--- src/rtl/qd_pkg.sv ---
package qd_pkg;

  typedef enum logic [1:0] {
    QD_NONE = 2'd0,
    QD_HIT  = 2'd1,
    QD_MISS = 2'd2
  } qd_outcome_e;

endpackage

--- src/rtl/qd_cfg_check.sv ---
module qd_cfg_check #(
  parameter int WW        = 32,
  parameter int QW        = 24,
  parameter int SW        = 6,
  parameter int SHIFT_LSB = 24,
  parameter int EN_BIT    = 31
) (
  input  logic [WW-1:0] mode,
  input  logic [WW-1:0] base,
  input  logic [WW-1:0] hcmd,
  output logic          en,
  output logic          err,
  output logic [SW-1:0] shamt,
  output logic [QW-1:0] mask,
  output logic [QW-1:0] base_q
);
  localparam logic [QW-1:0] ONE = {{(QW-1){1'b0}}, 1'b1};

  logic wide_base;
  logic zero_base;
  logic bad_range;
  logic unused_cfg_bits;

  always_comb begin
    en        = mode[EN_BIT];
    base_q    = base[QW-1:0];
    mask      = hcmd[QW-1:0];
    shamt     = hcmd[SHIFT_LSB +: SW];
    wide_base = |base[WW-1:QW];
    zero_base = (base_q == '0);
    bad_range = |(mask & (mask + ONE));
    err       = wide_base | zero_base | bad_range;
  end

  assign unused_cfg_bits = ^{mode[EN_BIT-1:0], hcmd[WW-1:SHIFT_LSB+SW]};

endmodule

--- src/rtl/qd_hash_pick.sv ---
module qd_hash_pick #(
  parameter int HW = 64,
  parameter int QW = 24,
  parameter int SW = 6
) (
  input  logic [HW-1:0] hash,
  input  logic [SW-1:0] shamt,
  input  logic [QW-1:0] mask,
  input  logic [QW-1:0] base_q,
  output logic [QW-1:0] qid
);
  logic [QW-1:0] window;

  always_comb begin
    window = QW'(hash >> shamt);
    qid    = base_q | (window & mask);
  end

endmodule

--- src/rtl/qd_key_subst.sv ---
module qd_key_subst #(
  parameter int WW   = 32,
  parameter int NKEY = 2
) (
  input  logic                      clk,
  input  logic                      rst,
  input  logic [NKEY-1:0][WW-1:0]   fld,
  input  logic [NKEY-1:0]           fld_ok,
  input  logic [NKEY-1:0][WW-1:0]   dflt,
  output logic [NKEY-1:0][WW-1:0]   key
);
  for (genvar g = 0; g < NKEY; g++) begin : g_key
    always_ff @(posedge clk) begin
      if (rst) key[g] <= '0;
      else     key[g] <= fld_ok[g] ? fld[g] : dflt[g];
    end
  end

endmodule

--- src/rtl/hash_qdist.sv ---
module hash_qdist #(
  parameter int WW        = 32,
  parameter int HW        = 64,
  parameter int QW        = 24,
  parameter int SW        = 6,
  parameter int SHIFT_LSB = 24,
  parameter int EN_BIT    = 31
) (
  input  logic          clk,
  input  logic          rst,
  input  logic [WW-1:0] cfg_mode,
  input  logic [WW-1:0] cfg_base,
  input  logic [WW-1:0] cfg_hcmd,
  input  logic [WW-1:0] cfg_dflt_addr,
  input  logic [WW-1:0] cfg_dflt_port,
  input  logic          in_vld,
  input  logic [HW-1:0] in_hash,
  input  logic [WW-1:0] fld_addr,
  input  logic          fld_addr_ok,
  input  logic [WW-1:0] fld_port,
  input  logic          fld_port_ok,
  output logic          out_vld,
  output logic          out_miss,
  output logic [QW-1:0] out_qid,
  output logic          cfg_err,
  output logic [WW-1:0] key_addr,
  output logic [WW-1:0] key_port
);
  import qd_pkg::*;

  localparam int NKEY = 2;

  logic          sch_en;
  logic          sch_err;
  logic [SW-1:0] shamt;
  logic [QW-1:0] mask;
  logic [QW-1:0] base_q;
  logic [QW-1:0] qid_next;
  qd_outcome_e   outcome;

  logic [NKEY-1:0][WW-1:0] kf_fld;
  logic [NKEY-1:0][WW-1:0] kf_dflt;
  logic [NKEY-1:0][WW-1:0] kf_key;
  logic [NKEY-1:0]         kf_ok;

  qd_cfg_check #(
    .WW(WW), .QW(QW), .SW(SW), .SHIFT_LSB(SHIFT_LSB), .EN_BIT(EN_BIT)
  ) i_cfg (
    .mode(cfg_mode), .base(cfg_base), .hcmd(cfg_hcmd),
    .en(sch_en), .err(sch_err), .shamt(shamt), .mask(mask), .base_q(base_q)
  );

  qd_hash_pick #(.HW(HW), .QW(QW), .SW(SW)) i_pick (
    .hash(in_hash), .shamt(shamt), .mask(mask), .base_q(base_q), .qid(qid_next)
  );

  always_comb begin
    if (!in_vld)      outcome = QD_NONE;
    else if (!sch_en) outcome = QD_MISS;
    else if (sch_err) outcome = QD_NONE;
    else              outcome = QD_HIT;
  end

  always_ff @(posedge clk) begin
    if (rst) begin
      out_vld  <= 1'b0;
      out_miss <= 1'b0;
      out_qid  <= '0;
      cfg_err  <= 1'b0;
    end else begin
      out_vld  <= (outcome == QD_HIT);
      out_miss <= (outcome == QD_MISS);
      cfg_err  <= sch_err;
      if (outcome == QD_HIT) out_qid <= qid_next;
    end
  end

  assign kf_fld  = {fld_port, fld_addr};
  assign kf_dflt = {cfg_dflt_port, cfg_dflt_addr};
  assign kf_ok   = {fld_port_ok, fld_addr_ok};

  qd_key_subst #(.WW(WW), .NKEY(NKEY)) i_key (
    .clk(clk), .rst(rst), .fld(kf_fld), .fld_ok(kf_ok), .dflt(kf_dflt), .key(kf_key)
  );

  assign key_addr = kf_key[0];
  assign key_port = kf_key[1];


  out_excl_chk: assert property (@(posedge clk) disable iff (rst)
    $onehot0({out_vld, out_miss}));


  out_src_chk: assert property (@(posedge clk) disable iff (rst)
    (out_vld || out_miss) |-> $past(in_vld));


  err_block_chk: assert property (@(posedge clk) disable iff (rst)
    out_vld |-> !cfg_err);


  miss_mode_chk: assert property (@(posedge clk) disable iff (rst)
    out_miss |-> !$past(cfg_mode[EN_BIT]));


  qid_range_chk: assert property (@(posedge clk) disable iff (rst)
    out_vld |-> ((out_qid & ~$past(cfg_hcmd[QW-1:0])) ==
                 ($past(cfg_base[QW-1:0]) & ~$past(cfg_hcmd[QW-1:0]))));


  qid_nonzero_chk: assert property (@(posedge clk) disable iff (rst)
    out_vld |-> (out_qid != '0));

endmodule

--- config.mk ---
export PLATFORM = sky130hd
export DESIGN_NAME = hash_qdist
export DESIGN_NICKNAME = d
export VERILOG_FILES = /design/src/rtl/qd_pkg.sv /design/src/rtl/qd_cfg_check.sv /design/src/rtl/qd_hash_pick.sv /design/src/rtl/qd_key_subst.sv /design/src/rtl/hash_qdist.sv
export SDC_FILE = /design/constraint.sdc
export NUM_CORES = 1
export LEC_CHECK = 0
export ABC_AREA = 1
export BUFFER_PORTS_ARGS = -buffer_cell sky130_fd_sc_hd__buf_2
export CAP_MARGIN = 5
export CORE_AREA = 2 2 150 152
export DETAILED_ROUTE_END_ITERATION = 6
export DIE_AREA = 0 0 152 154
export PLACE_DENSITY = 0.67
export SYNTH_ARGS = -nofsm -noshare
export SYNTH_HDL_FRONTEND = slang
export SYNTH_SLANG_ARGS = --single-unit
--- constraint.sdc ---
create_clock -name clk -period 4.4 [get_ports clk]
set_input_delay 0.22 -clock clk [delete_from_list [all_inputs] [get_ports clk]]
set_output_delay 0.22 -clock clk [all_outputs]
set_load 0.02 [all_outputs]
==> impl_metrics.csv, run 1 <==
group,metric,value,unit
hold_path,hp-class,"in2reg",
placed_design,dp_hpwl,25800,um
die,initial_core_util,35.4,%
global_routing,track_usage,26.7,%
die,die_h,154,um
die,core,0.0217,sq mm
timing,fin_crit,2560,ps
timing,finalSetupViolCount,0,
cts,insertion_delay,350,ps
layout,fill_cells,2444,
synthesis,synthesis.area,0.00767,sq mm
critical_path,required,4680,ps
timing,worst_pin_slew,1200,ps
die,dieWidth,152,um
routing,dr.pass1.iters,5,
synthesis,synth-seq-cells,91,
timing,skew,0,ps
layout,layout_common_cells,"423 x nand3_1, 417 x nand2_1, 350 x buf_2",
global_routing,antenna_found_initial,0,
cts,cts-hold-fix-buffers,0,
routing,first_iter_violations,991,
die,ios,384,
routing,post-route-drc-count,0,
critical_path,r2r_slack,3720,ps
global_routing,grt_pass1_wl,50700,um
cts,post-cts-setup-buffers,0,
cts,htree_num_levels,3,
global_routing,first_global_vias,9558,
placed_design,port_buffers,350,
pwr,finalPower,0.00249,W
global_routing,grt_max_degree,68,
layout,syn_to_final_growth,27.3,%
synthesis,synth_fp_nets,1728,
synthesis,yosysWarnings,0,
routing,wl,32300,um
timing,finalMaxSlewViolations,0,
cts,clock_sinks,91,
cts,numCtsBuffers,9,
timing,fmax,0.391,GHz
timing,slew_headroom,19.9,%
timing,hold_viol_final,0,
pwr,peakVddDrop,0.000144,V
critical_path,arrival,2840,ps
synthesis,syn_area_per_cell,5.35,sq um
timing,rsz0062_at_grt,"false",
global_routing,grt-ovfl-total,0,
timing,fin_setup_tns,0,ps
layout,multi_input_area,0.00517,sq mm
timing,min_period_over_period,58.2,%
critical_path,timing.rr.start,"out_qid[17]",
die,num_rows,54,
critical_path,path_max_fanout,31,
layout,nets,2010,
routing,post_drt_wl_per_cell,16.1,um
routing,ant_nets,0,
cts,clockBufferDepth,2,
critical_path,timing.rr.end,"out_qid[17]",
layout,final_common_cell,"nand3_1",
layout,drive_above_1_share,23.6,%
job,cap_violations,0,
die,die-area,0.0234,sq mm
routing,via_per_inst,5.17,
placed_design,gp_congestion,0.943,
layout,seq_area,0.00182,sq mm
hold_path,worstHoldPathCells,2,
cts,clk_pin_slew,80,ps
synthesis,synth_cells,1435,
critical_path,cp-start-kind,"primary input",
cts,cts_tree,"done",
routing,route.vias.total,10300,
run_status,status,"finished clean",
critical_path,reg2reg_depth,4,
pwr,leakage,5.32,nW
hold_path,whs_endpoint,"out_miss",
hold_path,hp-start,"cfg_mode[31]",
synthesis,seq_area_frac_synth,23.7,%
cts,cts-root-buf,"clkbuf_16",
cts,cts_resized,0,
critical_path,critPathKind,"in2reg",
synthesis,netlist-cell-type-count,26,
pwr,power-per-cell-area,255,mW/mm^2
layout,diodes,0,
critical_path,critPathCaptureType,"flip-flop",
## cell families (layout without fill, tap and decap cells)
group           after synthesis  count (layout)  share of synthesized area, %
simple gates               1090            1090                          61.7
buf+inv                     170             457                          8.94
compound gates               84              84                          5.63
flops                        91              91                          23.7
## metal layers
layer  global-route usage (%)  up-vias  part of all wire, %
li1                         -     5245                    -
met1                     33.5     4565                   42
met2                     45.5      450                   48
met3                     3.16       82                  5.7
met4                     13.0        0                  4.5
met5                        0        -                    0
## registers in the layout, summed over array words and instances (netlist names)
name       count
i_key.key     64
out_qid       24
cfg_err        1
out_miss       1
out_vld        1
## final cells by class
type	instances	area share (%)
multi-input cells	1174	52.9
flip-flops and latches	91	18.7
repair buffers	359	18.6
well taps	280	3.59
inverters	82	3.15
clock buffers	9	2.31
clock inverters	7	0.781
## worst max-delay path by stage
stage,start,depth (start not counted),slack [ps],end
floorplan,cfg_hcmd[27],13,2790,out_qid[5]
global placement,cfg_hcmd[28],13,1570,out_qid[8]
detailed placement,cfg_hcmd[28],13,1560,out_qid[8]
CTS,cfg_hcmd[28],13,1910,out_qid[8]
global route,cfg_hcmd[28],13,1550,out_qid[8]
finish,cfg_hcmd[28],13,1840,out_qid[8]
## report_power, final
| group | leakage (nW) | switching, W | internal (W) | total (W) |
|---|---|---|---|---|
| Clock | 0.148 | 0.000387 | 0.000404 | 0.000791 |
| Sequential | 0.753 | 0.00000936 | 0.000865 | 0.000874 |
| Combinational | 4.42 | 0.000543 | 0.000280 | 0.000823 |
## through the flow
step	cells	utilization (%)	instance area, sq um	setup WS, ps	hold WS (ps)
after floorplan	1435	-	7670	2790	289
after global placement	1986	43.6	9470	1570	395
after detailed placement	1986	43.6	9470	1560	395
after CTS	2002	45.0	9770	1910	12.2
after global routing	2002	45.0	9770	1550	15.7
final	2002	45.0	9770	1840	24.8
## cells in the mapped netlist (all sizes together)
cell | n | area share [%]
nand3 | 423 | 28
nor3 | 2 | 0.13
nor3b | 1 | 0.098
nand4 | 7 | 0.65
nor2 | 235 | 12
dfxtp | 91 | 24
inv | 82 | 4.0
a31oi | 1 | 0.082
clkbuf | 46 | 2.3
o21ai | 73 | 4.9
buf | 42 | 2.7
nand3b | 1 | 0.098
a21oi | 9 | 0.59
nand2 | 419 | 21
and2 | 2 | 0.16
a21boi | 1 | 0.098
## critical path, stage by stage
cell     delay (ps)
buf_2           320
inv_1           530
nor2_1          930
inv_1           140
nor2_1          170
nand2_1          70
nand2_1          80
inv_1            40
nand2_1          90
nand2_1          60
nand2_1          70
nor2_2           30
nor2_1           80
(Power assumes the default switching activity.)
==> inputs of run 2 (changes only) <==
--- a/config.mk
+++ b/config.mk
@@ -8,10 +8,10 @@
 export ABC_AREA = 1
 export BUFFER_PORTS_ARGS = -buffer_cell sky130_fd_sc_hd__buf_2
 export CAP_MARGIN = 5
-export CORE_AREA = 2 2 150 152
+export CORE_AREA = 2 2 147 149
 export DETAILED_ROUTE_END_ITERATION = 6
-export DIE_AREA = 0 0 152 154
-export PLACE_DENSITY = 0.67
+export DIE_AREA = 0 0 149 151
+export PLACE_DENSITY = 0.7
 export SYNTH_ARGS = -nofsm -noshare
 export SYNTH_HDL_FRONTEND = slang
 export SYNTH_SLANG_ARGS = --single-unit
==> constraint.sdc (replaced) <==
create_clock -name clk -period 2.4 [get_ports clk]
set_input_delay 0.12 -clock clk [delete_from_list [all_inputs] [get_ports clk]]
set_output_delay 0.12 -clock clk [all_outputs]
set_load 0.02 [all_outputs]
==> impl_metrics.csv, run 2 (synthesis gave the netlist of run 1 again) <==
group,metric,value,unit
critical_path,cpMostUsedCell,"dlygate4sd3_1",
layout,drive_above_1_share,23.4,%
pwr,finalPower,0.00472,W
cts,cts_tree,"done",
routing,ant_nets,0,
routing,topRoutingLayerUsed,"met5",
layout,fill_cells,2169,
routing,first_iter_violations,980,
pwr,peakVddDrop,0.000294,V
routing,m1WireLength,13900,um
critical_path,critPathCaptureType,"flip-flop",
cts,cts_resized,0,
placed_design,placed_cells,1995,
timing,skew,0,ps
timing,fin_crit,2210,ps
die,dieWidth,149,um
layout,stdcell_count,2068,
pwr,power-per-cell-area,448,mW/mm^2
critical_path,slowest_stage,"dlygate4sd3_1",
job,cap_violations,0,
timing,min_period_over_period,92.1,%
die,initial_core_util,36.9,%
timing,finalMaxSlewViolations,0,
critical_path,r2r_slack,1720,ps
layout,top_register,"i_key.key",
die,die_h,151,um
routing,routed-wl-met3,2580,um
critical_path,cp_cell_sequence,"dlygate4sd3_1 -> buf_2 -> inv_2 -> buf_4 -> o21ai_0 -> nor2_1 -> dlygate4sd3_1",
cts,numCtsBuffers,9,
die,num_rows,53,
die,core,0.0208,sq mm
routing,wl,33900,um
critical_path,arrival,2490,ps
global_routing,grt_max_degree,68,
global_routing,grt_pass1_wl,50800,um
critical_path,cpPeakStageDelay,610,ps
cts,clk_pin_slew,70,ps
global_routing,first_global_vias,9756,
critical_path,critPathKind,"in2reg",
layout,top_regs,"i_key.key x64, out_qid x24",
placed_design,port_buffers,350,
layout,syn_to_final_growth,37.2,%
layout,nets,2080,
routing,dr.pass1.iters,6,
timing,slew_headroom,32.1,%
placed_design,dp_hpwl,26500,um
cts,clockBufferDepth,2,
timing,finalSetupViolCount,0,
cts,clock_sinks,91,
routing,via_per_inst,5.26,
critical_path,cp-start-kind,"primary input",
timing,worst_pin_slew,1020,ps
cts,cts-root-buf,"clkbuf_16",
routing,post-route-drc-count,0,
cts,insertion_delay,340,ps
timing,rsz0062_at_grt,"false",
cts,cts-hold-fix-buffers,56,
critical_path,required,2680,ps
routing,post_drt_wl_per_cell,16.4,um
placed_design,gp_congestion,0.953,
global_routing,track_usage,28.5,%
global_routing,grt-ovfl-total,0,
routing,met2WireLength,16100,um
timing,fin_setup_tns,0,ps
die,ios,384,
layout,stdcell_area,0.0105,sq mm
layout,multi_input_area,0.00517,sq mm
die,die-area,0.0225,sq mm
layout,layout_common_cells,"423 x nand3_1, 417 x nand2_1, 350 x buf_2",
placed_design,placed_area,0.00965,sq mm
timing,fmax,0.452,GHz
timing,hold_viol_final,0,
routing,route.vias.total,10900,
layout,final_common_cell,"nand3_1",
cts,htree_num_levels,3,
global_routing,antenna_found_initial,2,
layout,seq_area,0.00182,sq mm
layout,largest_register_ffs,64,
cts,post-cts-setup-buffers,0,
run_status,status,"finished clean",
critical_path,path_max_fanout,37,
pwr,leakage,5.68,nW
hold_path,hp-class,"in2reg",
## run 2: through the flow
stage	hold slack, ps	util [%]	setup slack (ps)
after floorplan	189	-	889
after global placement	293	46.4	463
after detailed placement	299	46.4	451
after CTS	0.789	50.6	357
after global routing	8.63	50.6	84.3
final	14.1	50.6	189
## run 2: worst paths after layout
kind                start            end  cells after the start
max reg2reg   out_qid[19]    out_qid[19]                      4
min reg2reg   out_qid[20]    out_qid[20]                      4
min          fld_port[20]  i_key.key[52]                      3
max                   rst  i_key.key[40]                      7
## run 2: area by class of cell
class	count	area share [%]
clock buffer	9	2.14
tap	275	3.27
antenna	1	0.0238
sequential	91	17.3
inverter	82	2.92
timing repair buffer	429	24.4
clock inverter	7	0.844
multi-input combinational	1174	49.1
## run 2: critical path: cells and delay by family
family / cells / cell delay [ps]
AOI/OAI and AO/OA: 1 / 110
buffers and inverters: 5 / 2090
and+or+nand+nor: 1 / 160
## run 2: metal layers
layer | GRT usage (%) | up-vias
li1 | - | 5400
met1 | 35.8 | 4904
met2 | 49.0 | 511
met3 | 3.83 | 71
met4 | 12.2 | 2
met5 | 0 | -
## run 2: power breakdown
| part | internal (W) | switching, W | leakage, nW |
|---|---|---|---|
| Combinational | 0.000608 | 0.00104 | 4.77 |
| Sequential | 0.00159 | 0.0000204 | 0.753 |
| Clock | 0.000750 | 0.000714 | 0.152 |
==> inputs of run 3 (changes only) <==
--- a/config.mk
+++ b/config.mk
@@ -8,10 +8,12 @@
 export ABC_AREA = 1
 export BUFFER_PORTS_ARGS = -buffer_cell sky130_fd_sc_hd__buf_2
 export CAP_MARGIN = 5
-export CORE_AREA = 2 2 147 149
+export CORE_AREA = 2 2 149 151
 export DETAILED_ROUTE_END_ITERATION = 6
-export DIE_AREA = 0 0 149 151
-export PLACE_DENSITY = 0.7
+export DIE_AREA = 0 0 151 153
+export GPL_TIMING_DRIVEN = 0
+export PLACE_DENSITY = 0.73
 export SYNTH_ARGS = -nofsm -noshare
 export SYNTH_HDL_FRONTEND = slang
+export SYNTH_HIERARCHICAL = 1
 export SYNTH_SLANG_ARGS = --single-unit
==> impl_metrics.csv, run 3 <==
group,metric,value,unit
layout,stdcell_area,0.0116,sq mm
cts,cts_tree,"done",
die,dieWidth,151,um
synthesis,synthFlopType,"dfxtp_1",
synthesis,netlist-cell-type-count,25,
cts,clk_pin_slew,80,ps
layout,largest_register_ffs,64,
die,die-area,0.0231,sq mm
hold_path,worstHoldPathCells,3,
synthesis,synthesis.area,0.00868,sq mm
critical_path,slowest_stage,"clkbuf_1",
die,ios,384,
cts,numCtsBuffers,9,
placed_design,placed_area,0.0107,sq mm
hold_path,hp-class,"in2reg",
routing,met2WireLength,17700,um
synthesis,seq_area_frac_synth,21.0,%
pwr,power-per-cell-area,425,mW/mm^2
cts,cts-root-buf,"clkbuf_16",
pwr,leakage,6.74,nW
timing,skew,0,ps
critical_path,arrival,2020,ps
die,core,0.0215,sq mm
global_routing,grt_max_degree,20,
critical_path,required,2680,ps
routing,first_iter_violations,986,
job,cap_violations,0,
layout,nets,2298,
critical_path,cpPeakStageDelay,430,ps
routing,dr.pass1.iters,6,
placed_design,port_buffers,341,
timing,fin_setup_tns,0,ps
synthesis,netlist_top_cells_area,"nand2_1 24%, nand3_1 22%, dfxtp_1 21%",
critical_path,critPathCaptureType,"flip-flop",
hold_path,hp-start,"cfg_dflt_addr[1]",
layout,top_regs,"i_key/key x64, out_qid x24",
global_routing,first_global_vias,11000,
layout,layout_common_cells,"552 x nand2_1, 385 x nand3_1, 370 x buf_2",
critical_path,cp-start-kind,"primary input",
die,initial_core_util,40.4,%
critical_path,critPathKind,"in2reg",
timing,fin_crit,1730,ps
critical_path,path_buf_inv,4,
synthesis,synth_cells,1600,
synthesis,synth-seq-cells,91,
layout,syn_to_final_growth,33.3,%
routing,ant_nets,0,
critical_path,timing.rr.end,"out_qid[22]",
timing,worst_pin_slew,618,ps
synthesis,yosysWarnings,6,
timing,fmax,0.577,GHz
critical_path,cpMostUsedCell,"nand3_1",
global_routing,grt_pass1_wl,58300,um
synthesis,synth.largest_area_cell,"nand2_1",
cts,clock_sinks,91,
placed_design,placed_cells,2221,
global_routing,antenna_found_initial,1,
synthesis,synth_commonest_cells,"552 x nand2_1, 385 x nand3_1, 222 x nor2_1, 142 x inv_1, 91 x dfxtp_1",
timing,slew_headroom,58.8,%
placed_design,gp_congestion,1.01,
global_routing,track_usage,32.9,%
routing,via_per_inst,5.05,
routing,post-route-drc-count,0,
die,num_rows,54,
critical_path,timing.rr.start,"out_qid[22]",
routing,route.vias.total,11600,
routing,m1WireLength,15400,um
timing,hold_ws,6.96,ps
critical_path,reg2reg_depth,4,
synthesis,synth_edf_count,0,
layout,drive_above_1_share,25.7,%
cts,insertion_delay,340,ps
cts,post-cts-setup-buffers,0,
critical_path,cp_cell_sequence,"buf_4 -> buf_2 -> inv_2 -> clkbuf_1 -> nand3_1 -> nand3_1 -> o21ai_0 -> o21ai_1 -> nand3_1 -> nand2_1 -> nor2_1 -> nor2_1",
critical_path,path_delay_family,"buffers and inverters",
routing,post_drt_wl_per_cell,16.9,um
synthesis,synth_most_common_cell,"nand2_1",
placed_design,dp_hpwl,32000,um
synthesis,async_reset_ff_share,0,%
timing,hold_viol_final,0,
cts,htree_num_levels,3,
layout,top_register,"i_key/key",
critical_path,path_max_fanout,10,
critical_path,cp-startpoint,"cfg_hcmd[26]",
die,die_h,153,um
pwr,peakVddDrop,0.000414,V
timing,finalMaxSlewViolations,0,
critical_path,r2r_slack,1710,ps
routing,routed-wl-met3,3680,um
run_status,status,"finished clean",
routing,topRoutingLayerUsed,"met4",
synthesis,syn_area_per_cell,5.42,sq um
global_routing,grt-ovfl-total,0,
layout,fill_cells,2256,
layout,stdcell_count,2291,
cts,clockBufferDepth,2,
routing,wl,38600,um
layout,final_common_cell,"nand2_1",
critical_path,crit_cells,12,
timing,min_period_over_period,72.3,%
synthesis,synth_fp_nets,1893,
synthesis,yosys.area.top_type_share,23.9,%
hold_path,whs_endpoint,"i_key/key[1]",
timing,finalSetupViolCount,0,
timing,rsz0062_at_grt,"false",
==> run 3: changes by cell type in the layout (fill, tap and decap cells not counted), moves of 20 or more <==
cell     delta
buf_2      +20
buf_4      +49
buf_6      +27
inv_1      +62
nand2_1   +135
nand3_1    -38
nand3_2    +22
o21ai_0    -63
==> run 3: final cells by class <==
class | instances | area, sq um | share of cell area, %
sequential | 91 | 1820 | 15.7
antenna | 1 | 2.50 | 0.0216
clock buffer | 9 | 225 | 1.95
clock inverter | 7 | 75.1 | 0.649
timing repair buffer | 394 | 2240 | 19.3
tap | 280 | 350 | 3.03
buffer | 142 | 1020 | 8.78
multi-input combinational | 1218 | 5270 | 45.6
inverter | 149 | 567 | 4.90
==> run 3: logic make-up (layout without fill, tap and decap cells) <==
| kind of cell | count (synthesis) | count (layout) | share of synthesized area, % |
|---|---|---|---|
| buffers and inverters | 291 | 701 | 18.2 |
| DFF | 91 | 91 | 21.0 |
| and+or+nand+nor | 1199 | 1199 | 59.6 |
| other | 0 | 1 | 0 |
| AOI/OAI and AO/OA | 19 | 19 | 1.17 |
==> run 3: worst max path at each step <==
stage	slack [ps]	end
6_report	670	out_qid[9]
5_1_grt	450	out_qid[9]
4_1_cts	670	out_qid[17]
3_5_place_dp	310	out_qid[12]
3_3_place_gp	310	out_qid[10]
2_1_floorplan	880	out_qid[10]
==> run 3: metrics by stage <==
step	total power, W	utilization [%]	setup WS [ps]
after floorplan	0.00271	-	881
after global placement	0.00336	50.0	305
after detailed placement	0.00337	50.0	308
after CTS	0.00492	53.8	667
after global routing	0.00518	53.8	452
final	0.00492	53.8	666
==> run 3: worst min-delay path: cells and delay by family <==
| family | cells | cell delay [ps] |
|---|---|---|
| AND/OR/NAND/NOR | 2 | 120 |
| buffers and inverters | 1 | 80 |
==> run 3: report_power, final <==
| part | internal [W] | switching (W) | leakage (nW) |
|---|---|---|---|
| combinational | 0.000706 | 0.00113 | 5.84 |
| sequential | 0.00159 | 0.0000198 | 0.753 |
| clock | 0.000743 | 0.000732 | 0.145 |
==> run 3: routing by layer <==
layer,vias to the layer above,global-route usage [%]
li1,5791,-
met1,5073,41.0
met2,610,54.3
met3,105,6.96
met4,0,14.7
met5,-,0
==> run 3: what timing repair did <==
action,in CTS,in global routing
resized for setup,0,0
hold endpoints to repair,53,0
setup endpoints to repair,0,0
hold buffers,53,0
